## src/rtl/seg_pkg.sv

```systemverilog
package seg_pkg;
    typedef enum logic [1:0] {
        REG_LOW   = 2'b00,
        REG_UPPER = 2'b01,
        REG_HIGH  = 2'b10
    } region_e;

    localparam int unsigned DEF_SEG_W = 16;
    localparam int unsigned DEF_OFF_W = 16;
    localparam int unsigned DEF_SHIFT = 4;
endpackage

```

## src/rtl/seg_addr_sum.sv

```systemverilog
module seg_addr_sum #(
    parameter int unsigned SEG_W = 16,
    parameter int unsigned OFF_W = 16,
    parameter int unsigned SHIFT = 4,
    parameter int unsigned PA_W  = 21
) (
    input  logic [SEG_W-1:0] seg_i,
    input  logic [OFF_W-1:0] off_i,
    output logic [PA_W-1:0]  sum_o
);
    logic [PA_W-1:0] base;
    logic [PA_W-1:0] disp;

    always_comb begin
        base  = PA_W'(seg_i) << SHIFT;
        disp  = PA_W'(off_i);
        sum_o = base + disp;
    end
endmodule

```

## src/rtl/seg_a20_gate.sv

```systemverilog
module seg_a20_gate #(
    parameter int unsigned PA_W = 21
) (
    input  logic [PA_W-1:0] sum_i,
    input  logic            open_i,
    output logic [PA_W-1:0] phys_o,
    output logic            lost_o
);
    localparam int unsigned TOP = PA_W - 1;

    for (genvar b = 0; b < PA_W; b++) begin : g_bit
        if (b == TOP) begin : g_top
            assign phys_o[b] = sum_i[b] & open_i;
        end else begin : g_low
            assign phys_o[b] = sum_i[b];
        end
    end

    assign lost_o = sum_i[TOP] & ~open_i;
endmodule

```

## src/rtl/seg_region_dec.sv

```systemverilog
module seg_region_dec
    import seg_pkg::*;
#(
    parameter int unsigned PA_W      = 21,
    parameter int unsigned LOW_LIMIT = 32'h000A_0000
) (
    input  logic [PA_W-1:0] phys_i,
    output region_e         region_o
);
    localparam logic [PA_W-1:0] LOW_TOP  = PA_W'(LOW_LIMIT);
    localparam logic [PA_W-1:0] HIGH_BAS = PA_W'(1) << (PA_W - 1);

    always_comb begin
        if (phys_i >= HIGH_BAS) begin
            region_o = REG_HIGH;
        end else if (phys_i >= LOW_TOP) begin
            region_o = REG_UPPER;
        end else begin
            region_o = REG_LOW;
        end
    end
endmodule

```

## src/rtl/seg_addr_gen.sv

```systemverilog
module seg_addr_gen
    import seg_pkg::*;
#(
    parameter int unsigned SEG_W     = DEF_SEG_W,
    parameter int unsigned OFF_W     = DEF_OFF_W,
    parameter int unsigned SHIFT     = DEF_SHIFT,
    parameter int unsigned LOW_LIMIT = 32'h000A_0000
) (
    input  logic             clk,
    input  logic             rst_n,
    input  logic             req_i,
    input  logic [SEG_W-1:0] seg_i,
    input  logic [OFF_W-1:0] off_i,
    input  logic             a20_en_i,
    output logic             valid_o,
    output logic [SEG_W+SHIFT:0] phys_o,
    output logic [1:0]       region_o,
    output logic             wrap_o
);
    localparam int unsigned PA_W = SEG_W + SHIFT + 1;

    typedef struct packed {
        logic            valid;
        logic [PA_W-1:0] phys;
        region_e         region;
        logic            wrap;
    } res_t;

    logic [PA_W-1:0] sum_w;
    logic [PA_W-1:0] gated_w;
    logic            lost_w;
    region_e         region_w;

    res_t st_d;
    res_t st_q;

    seg_addr_sum #(
        .SEG_W(SEG_W), .OFF_W(OFF_W), .SHIFT(SHIFT), .PA_W(PA_W)
    ) sum_i (
        .seg_i(seg_i), .off_i(off_i), .sum_o(sum_w)
    );

    seg_a20_gate #(.PA_W(PA_W)) gate_i (
        .sum_i(sum_w), .open_i(a20_en_i), .phys_o(gated_w), .lost_o(lost_w)
    );

    seg_region_dec #(.PA_W(PA_W), .LOW_LIMIT(LOW_LIMIT)) dec_i (
        .phys_i(gated_w), .region_o(region_w)
    );

    always_comb begin
        st_d       = st_q;
        st_d.valid = req_i;
        if (req_i) begin
            st_d.phys   = gated_w;
            st_d.region = region_w;
            st_d.wrap   = lost_w;
        end
    end

    always_ff @(posedge clk or negedge rst_n) begin
        if (!rst_n) begin
            st_q <= '{valid: 1'b0, phys: '0, region: REG_LOW, wrap: 1'b0};
        end else begin
            st_q <= st_d;
        end
    end

    assign valid_o  = st_q.valid;
    assign phys_o   = st_q.phys;
    assign region_o = st_q.region;
    assign wrap_o   = st_q.wrap;

    // result pulse follows each request and only a request
    a_r7_valid_after_req: assert property (@(posedge clk) disable iff (!rst_n)
        req_i |=> valid_o);
    a_r7_no_spurious_valid: assert property (@(posedge clk) disable iff (!rst_n)
        !req_i |=> !valid_o);
    // idle cycles leave the result untouched
    a_r8_hold_when_idle: assert property (@(posedge clk) disable iff (!rst_n)
        !req_i |=> ($stable(phys_o) && $stable(region_o) && $stable(wrap_o)));
    // closed gate never lets bit 20 through
    a_r2_gate_clears_top: assert property (@(posedge clk) disable iff (!rst_n)
        (req_i && !a20_en_i) |=> !phys_o[PA_W-1]);
    // open gate never reports a lost carry
    a_r3_no_wrap_when_open: assert property (@(posedge clk) disable iff (!rst_n)
        (req_i && a20_en_i) |=> !wrap_o);
    // high region only with bit 20 set
    a_r6_high_needs_top_bit: assert property (@(posedge clk) disable iff (!rst_n)
        (valid_o && region_o == REG_HIGH) |-> phys_o[PA_W-1]);
    // low region stays under the limit
    a_r4_low_below_limit: assert property (@(posedge clk) disable iff (!rst_n)
        (valid_o && region_o == REG_LOW) |-> (phys_o < PA_W'(LOW_LIMIT)));
    // a wrap always comes with a cleared top bit
    a_r3_wrap_top_clear: assert property (@(posedge clk) disable iff (!rst_n)
        wrap_o |-> !phys_o[PA_W-1]);
endmodule

```

## config.mk

```make
export PLATFORM = sky130hd
export DESIGN_NAME = seg_addr_gen
export DESIGN_NICKNAME = d
export VERILOG_FILES = /design/src/rtl/seg_pkg.sv /design/src/rtl/seg_addr_sum.sv /design/src/rtl/seg_a20_gate.sv /design/src/rtl/seg_region_dec.sv /design/src/rtl/seg_addr_gen.sv
export SDC_FILE = /design/constraint.sdc
export NUM_CORES = 1
export LEC_CHECK = 0
export ABC_AREA = 0
export ABC_CLOCK_PERIOD_IN_PS = 800
export BUFFER_PORTS_ARGS = -buffer_cell sky130_fd_sc_hd__buf_4
export CELL_PAD_IN_SITES_DETAIL_PLACEMENT = 2
export CELL_PAD_IN_SITES_GLOBAL_PLACEMENT = 2
export CORE_ASPECT_RATIO = 1.5
export CORE_MARGIN = 5
export CORE_UTILIZATION = 29
export DETAILED_ROUTE_END_ITERATION = 6
export GPL_TIMING_DRIVEN = 1
export PLACE_DENSITY_LB_ADDON = 0.1
export SYNTH_ARGS = -nofsm -noshare
export SYNTH_HDL_FRONTEND = slang
export SYNTH_SLANG_ARGS = --single-unit
```

## constraint.sdc

```tcl
create_clock -name clk -period 0.8 [get_ports clk]
set_input_delay 0.04 -clock clk [delete_from_list [all_inputs] [get_ports clk]]
set_output_delay 0.04 -clock clk [all_outputs]
set_load 0.05 [all_outputs]
```

==> results of run 1 <==
stage by stage:
stage	area [µm²]	cells	hold slack, ns	utilization
CTS	2940	330	0.00392	0.568
detailed placement	2410	308	-0.0316	0.468
global placement	2410	308	-0.0415	0.468
floorplan	1610	147	-0.256	-
cell usage after synthesis (all sizes together), types with 2 or more instances:
master,number
nand3,4
ha,12
o21bai,2
a2111oi,2
o21ai,9
mux2,13
and4,3
xnor2,8
o21a,3
o31ai,2
clkbuf,2
a211oi,3
buf,2
a21o,2
and3,2
nor3,3
dfrtp,24
inv,4
nor2b,2
a21oi,17
nor2,8
nand2,7
timing repair:
item / 4_1_cts
hold endpoints to repair: 27
setup buffers: 17
cloned: 0
gates resized for setup: 65
hold buffers: 4
pin swaps: 20
setup endpoints to repair: 43
logic make-up after synthesis:
family | synth area share
and+or+nand+nor | 0.106
AOI/OAI and AO/OA | 0.222
buffers and inverters | 0.0244
adders and majority gates | 0.111
muxes | 0.0953
xor gates and xnor gates | 0.0513
DFF | 0.391
==> results.json, run 1 <==
{
  "synthTopCellsByArea": "dfrtp_1 39%, ha_1 9.8%, mux2_2 9.5%",
  "ys_types": 42,
  "synth_ff_type": "dfrtp_1",
  "portBuffers": 60,
  "start_util": 0.297,
  "ys_seq_area_frac": 0.391,
  "pre_cts_slack_ns": -1.33,
  "avgSynthCellArea_um2": 10.5,
  "dp_hpwl_um": 4890,
  "ys_seq_elements": 24,
  "cts_buffer_depth": 2,
  "worstEndpointGrtRepair": "region_o[0]$_DFFE_PN0P_/D",
  "row_count": 32,
  "ctsHtreeMaxLevel": 1,
  "cts.sinks": 24,
  "synth_edf_count": 0,
  "die_width_um": 69.4,
  "syn_nets": 196,
  "gp_congestion": 0.779,
  "synthArstFlopShare": 1.00,
  "antenna_found_initial": 0,
  "synth_area_um2": 1540,
  "yosysWarningCount": 0,
  "synth_top_area_frac": 0.391,
  "syn_inst": 147,
  "endpoint_type": "register data pin",
  "die_h_um": 99.1,
  "cts_buffers": 3,
  "failing_step": "global routing (5_1_grt)",
  "ios": 61,
  "grt_max_degree": 26,
  "error_line": "[ERROR DPL-0033] detailed placement checks failed during check placement.",
  "status": "stopped before the end",
  "yosysTopAreaCell": "dfrtp_1",
  "cts_root_buf": "clkbuf_8"
}
==> inputs of run 2 (changes only) <==
--- a/config.mk
+++ b/config.mk
@@ -8,14 +8,11 @@
 export ABC_AREA = 0
 export ABC_CLOCK_PERIOD_IN_PS = 800
 export BUFFER_PORTS_ARGS = -buffer_cell sky130_fd_sc_hd__buf_4
-export CELL_PAD_IN_SITES_DETAIL_PLACEMENT = 2
-export CELL_PAD_IN_SITES_GLOBAL_PLACEMENT = 2
-export CORE_ASPECT_RATIO = 1.5
 export CORE_MARGIN = 5
-export CORE_UTILIZATION = 29
+export CORE_UTILIZATION = 40
 export DETAILED_ROUTE_END_ITERATION = 6
 export GPL_TIMING_DRIVEN = 1
-export PLACE_DENSITY_LB_ADDON = 0.1
+export PLACE_DENSITY_LB_ADDON = 0.15
 export SYNTH_ARGS = -nofsm -noshare
 export SYNTH_HDL_FRONTEND = slang
 export SYNTH_SLANG_ARGS = --single-unit
==> run 2 against run 1 <==
Effect of this change:
- the flow now finishes, with violations (setup timing)
- synthesized area unchanged
- synthesized cell count is the same
==> results.json, run 2 <==
{
  "status": "finished, violations left",
  "violations": "setup timing",
  "hold_path_class": "in -> reg",
  "worst-path-buf-inv": 2,
  "cp.arrival_ns": 1.90,
  "synth_common_cells": "24 x dfrtp_1, 17 x a21oi_1, 13 x mux2_2, 12 x ha_1",
  "drc_errors": 0,
  "ant_nets": 0,
  "final_core_util": 0.791,
  "avgViaCountPerCell": 5.16,
  "syn_nets": 196,
  "critPathMaxFanout": 3,
  "period_minus_slack_ns": 1.72,
  "power.total_w": 0.00530,
  "critPathMostFrequentCell": "buf_4",
  "critPathCaptureType": "flip-flop",
  "ys_seq_area_frac": 0.391,
  "die_h_um": 72.0,
  "yosysTopAreaCell": "dfrtp_1",
  "cts.sinks": 24,
  "gp_congestion": 0.814,
  "largest_reg_flops": 21,
  "cts_buffer_depth": 2,
  "cts_root_buf": "clkbuf_8",
  "hold_violations": 0,
  "rsz0062_at_grt": "true",
  "cts_buffers": 3,
  "critPathMaxStageDelay_ns": 0.35,
  "leakagePower_nw": 1.34,
  "ys_seq_elements": 24,
  "grt_use_total": 0.168,
  "ys_types": 42,
  "ctsHtreeMaxLevel": 1,
  "grt_pass1_vias": 1673,
  "vias": 1601,
  "crit_type": "in -> reg",
  "synthTopCellsByArea": "dfrtp_1 39%, ha_1 9.8%, mux2_2 9.5%",
  "n_antenna_cell": 0,
  "slew_headroom": 0.733,
  "grt_pass1_wl_um": 7090,
  "die_width_um": 72.0,
  "syn_inst": 147,
  "synthArstFlopShare": 1.00,
  "drv_cap": 0,
  "synth_edf_count": 0,
  "dp_hpwl_um": 3360,
  "avgSynthCellArea_um2": 10.5,
  "multiInputGateArea_um2": 1150,
  "row_count": 22,
  "portBuffers": 60,
  "fin_crit_sh": 2.15,
  "antenna_found_initial": 0,
  "fmax_ghz": 0.580,
  "pre_cts_slack_ns": -1.19,
  "syn2layout_area_growth_pct": 90.0,
  "powerDensity_nw_per_um2": 1820,
  "setup_ws_ns": -0.923,
  "clkLatencyLatePin_ns": 0.26,
  "grt_max_degree": 25,
  "fillers": 238,
  "ir_drop_mv": 1.41,
  "final_layout_size_suffix_gt1_frac": 0.664,
  "start_util": 0.417,
  "wl_um": 4820,
  "overflow": 0,
  "cts_tree": "yes",
  "yosysWarningCount": 0,
  "synth_area_um2": 1540,
  "final_common_cell": "buf_4",
  "wire_per_inst_um": 15.5,
  "crit_chain": "buf_4, ha_4, a21oi_2, nor2_4, o211ai_1, buf_4, and4_4, nor3_4, and2_1, o41ai_2",
  "drt-pass1-iter-count": 4,
  "crit_slowest_cell": "o211ai_1",
  "drv_slew": 0,
  "cp_top_family": "compound AO/OA/AOI/OAI gates",
  "yosys.cell_count.top_type": "dfrtp_1",
  "die-area_um2": 5180,
  "crit_path_start_kind": "input pin",
  "nets": 312,
  "core_um2": 3690,
  "seqCellArea_um2": 609,
  "setup_viol": 43,
  "worst_slew_pin_slew_ns": 0.399,
  "cp.required_ns": 0.97,
  "synth_top_area_frac": 0.391,
  "fin_skew_ns": 0,
  "ios": 61,
  "synth_ff_type": "dfrtp_1",
  "dr.first_iter.drc_count": 59,
  "final_cell_mix": "77 x buf_4, 33 x buf_6, 17 x dfrtp_1",
  "clk_pin_slew_ns": 0.09
}
run 2: cell counts after synthesis:
No cell type changed its count.
run 2: worst register-to-register path, stage by stage, from the launching register on:
cell and delay [ns]:
dfrtp_1 0.40, nor2b_1 0.13, a31o_2 0.21
run 2: per-stage QoR:
step,TNS (ns),area [µm²],std cells,hold WS [ns]
final,-13.46,2920,310,0.00484
after CTS,-12.93,2690,301,0.00307
after global routing,-15.26,2920,310,0.00146
after detailed placement,-16.25,2380,289,-0.0374
after global placement,-15.71,2380,289,-0.0426
after floorplan,-11.58,1610,147,-0.256
run 2: cell type report:
cell class | count | area share
Clock inverter | 1 | 0.0103
Clock buffer | 3 | 0.0141
Timing Repair Buffer | 115 | 0.347
Inverter | 5 | 0.00643
Tap cell | 48 | 0.0206
Multi-Input combinational cell | 114 | 0.393
Sequential cell | 24 | 0.209
run 2: cells by family after synthesis:
kind of cell    count (synthesis)  share of synthesized area
buf+inv                         9                     0.0244
simple gates                   32                      0.106
mux                            13                     0.0953
fa+ha+maj                      13                      0.111
flops                          24                      0.391
compound gates                 47                      0.222
xor+xnor                        9                     0.0513
run 2: worst paths after layout:
path	startpoint	cells past startpoint	slack (ns)	to
setup / recovery	seg_i[1]	10	-0.92	region_o[0]$_DFFE_PN0P_
hold / removal	off_i[3]	2	0.005	phys_o[3]$_DFFE_PN0P_
setup reg to reg	phys_o[9]$_DFFE_PN0P_	2	-0.04	phys_o[9]$_DFFE_PN0P_
hold reg to reg	wrap_o$_DFFE_PN0P_	1	0.53	wrap_o$_DFFE_PN0P_
max in group asynchronous	rst_n	2	0.33	phys_o[20]$_DFFE_PN0P_
min in group asynchronous	rst_n	2	0.20	phys_o[7]$_DFFE_PN0P_
run 2: per-layer routing:
metal | track usage | part of all wire | vias up
li1 | - | - | 780
met1 | 0.199 | 0.42 | 761
met2 | 0.316 | 0.51 | 54
met3 | 0.0263 | 0.054 | 6
met4 | 0.0397 | 0.013 | 0
met5 | 0 | 0 | -
run 2: power breakdown:
part / total, W / leakage, nW / switching, W / internal [W]
Combinational: 0.00266 / 1.03 / 0.00140 / 0.00127
Sequential: 0.00155 / 0.277 / 0.000142 / 0.00141
Clock: 0.00109 / 0.0357 / 0.000423 / 0.000669
Total: 0.00530 / 1.34 / 0.00196 / 0.00334
run 2: what timing repair did:
| action | 4_1_cts | 5_1_grt |
|---|---|---|
| hold buffers | 4 | 0 |
| pin swaps | 8 | 16 |
| setup buffers | 5 | 9 |
| hold endpoints to repair | 27 | 0 |
| setup endpoints to repair | 43 | 47 |
| resized for setup | 40 | 30 |
(Power assumes the default switching activity.)
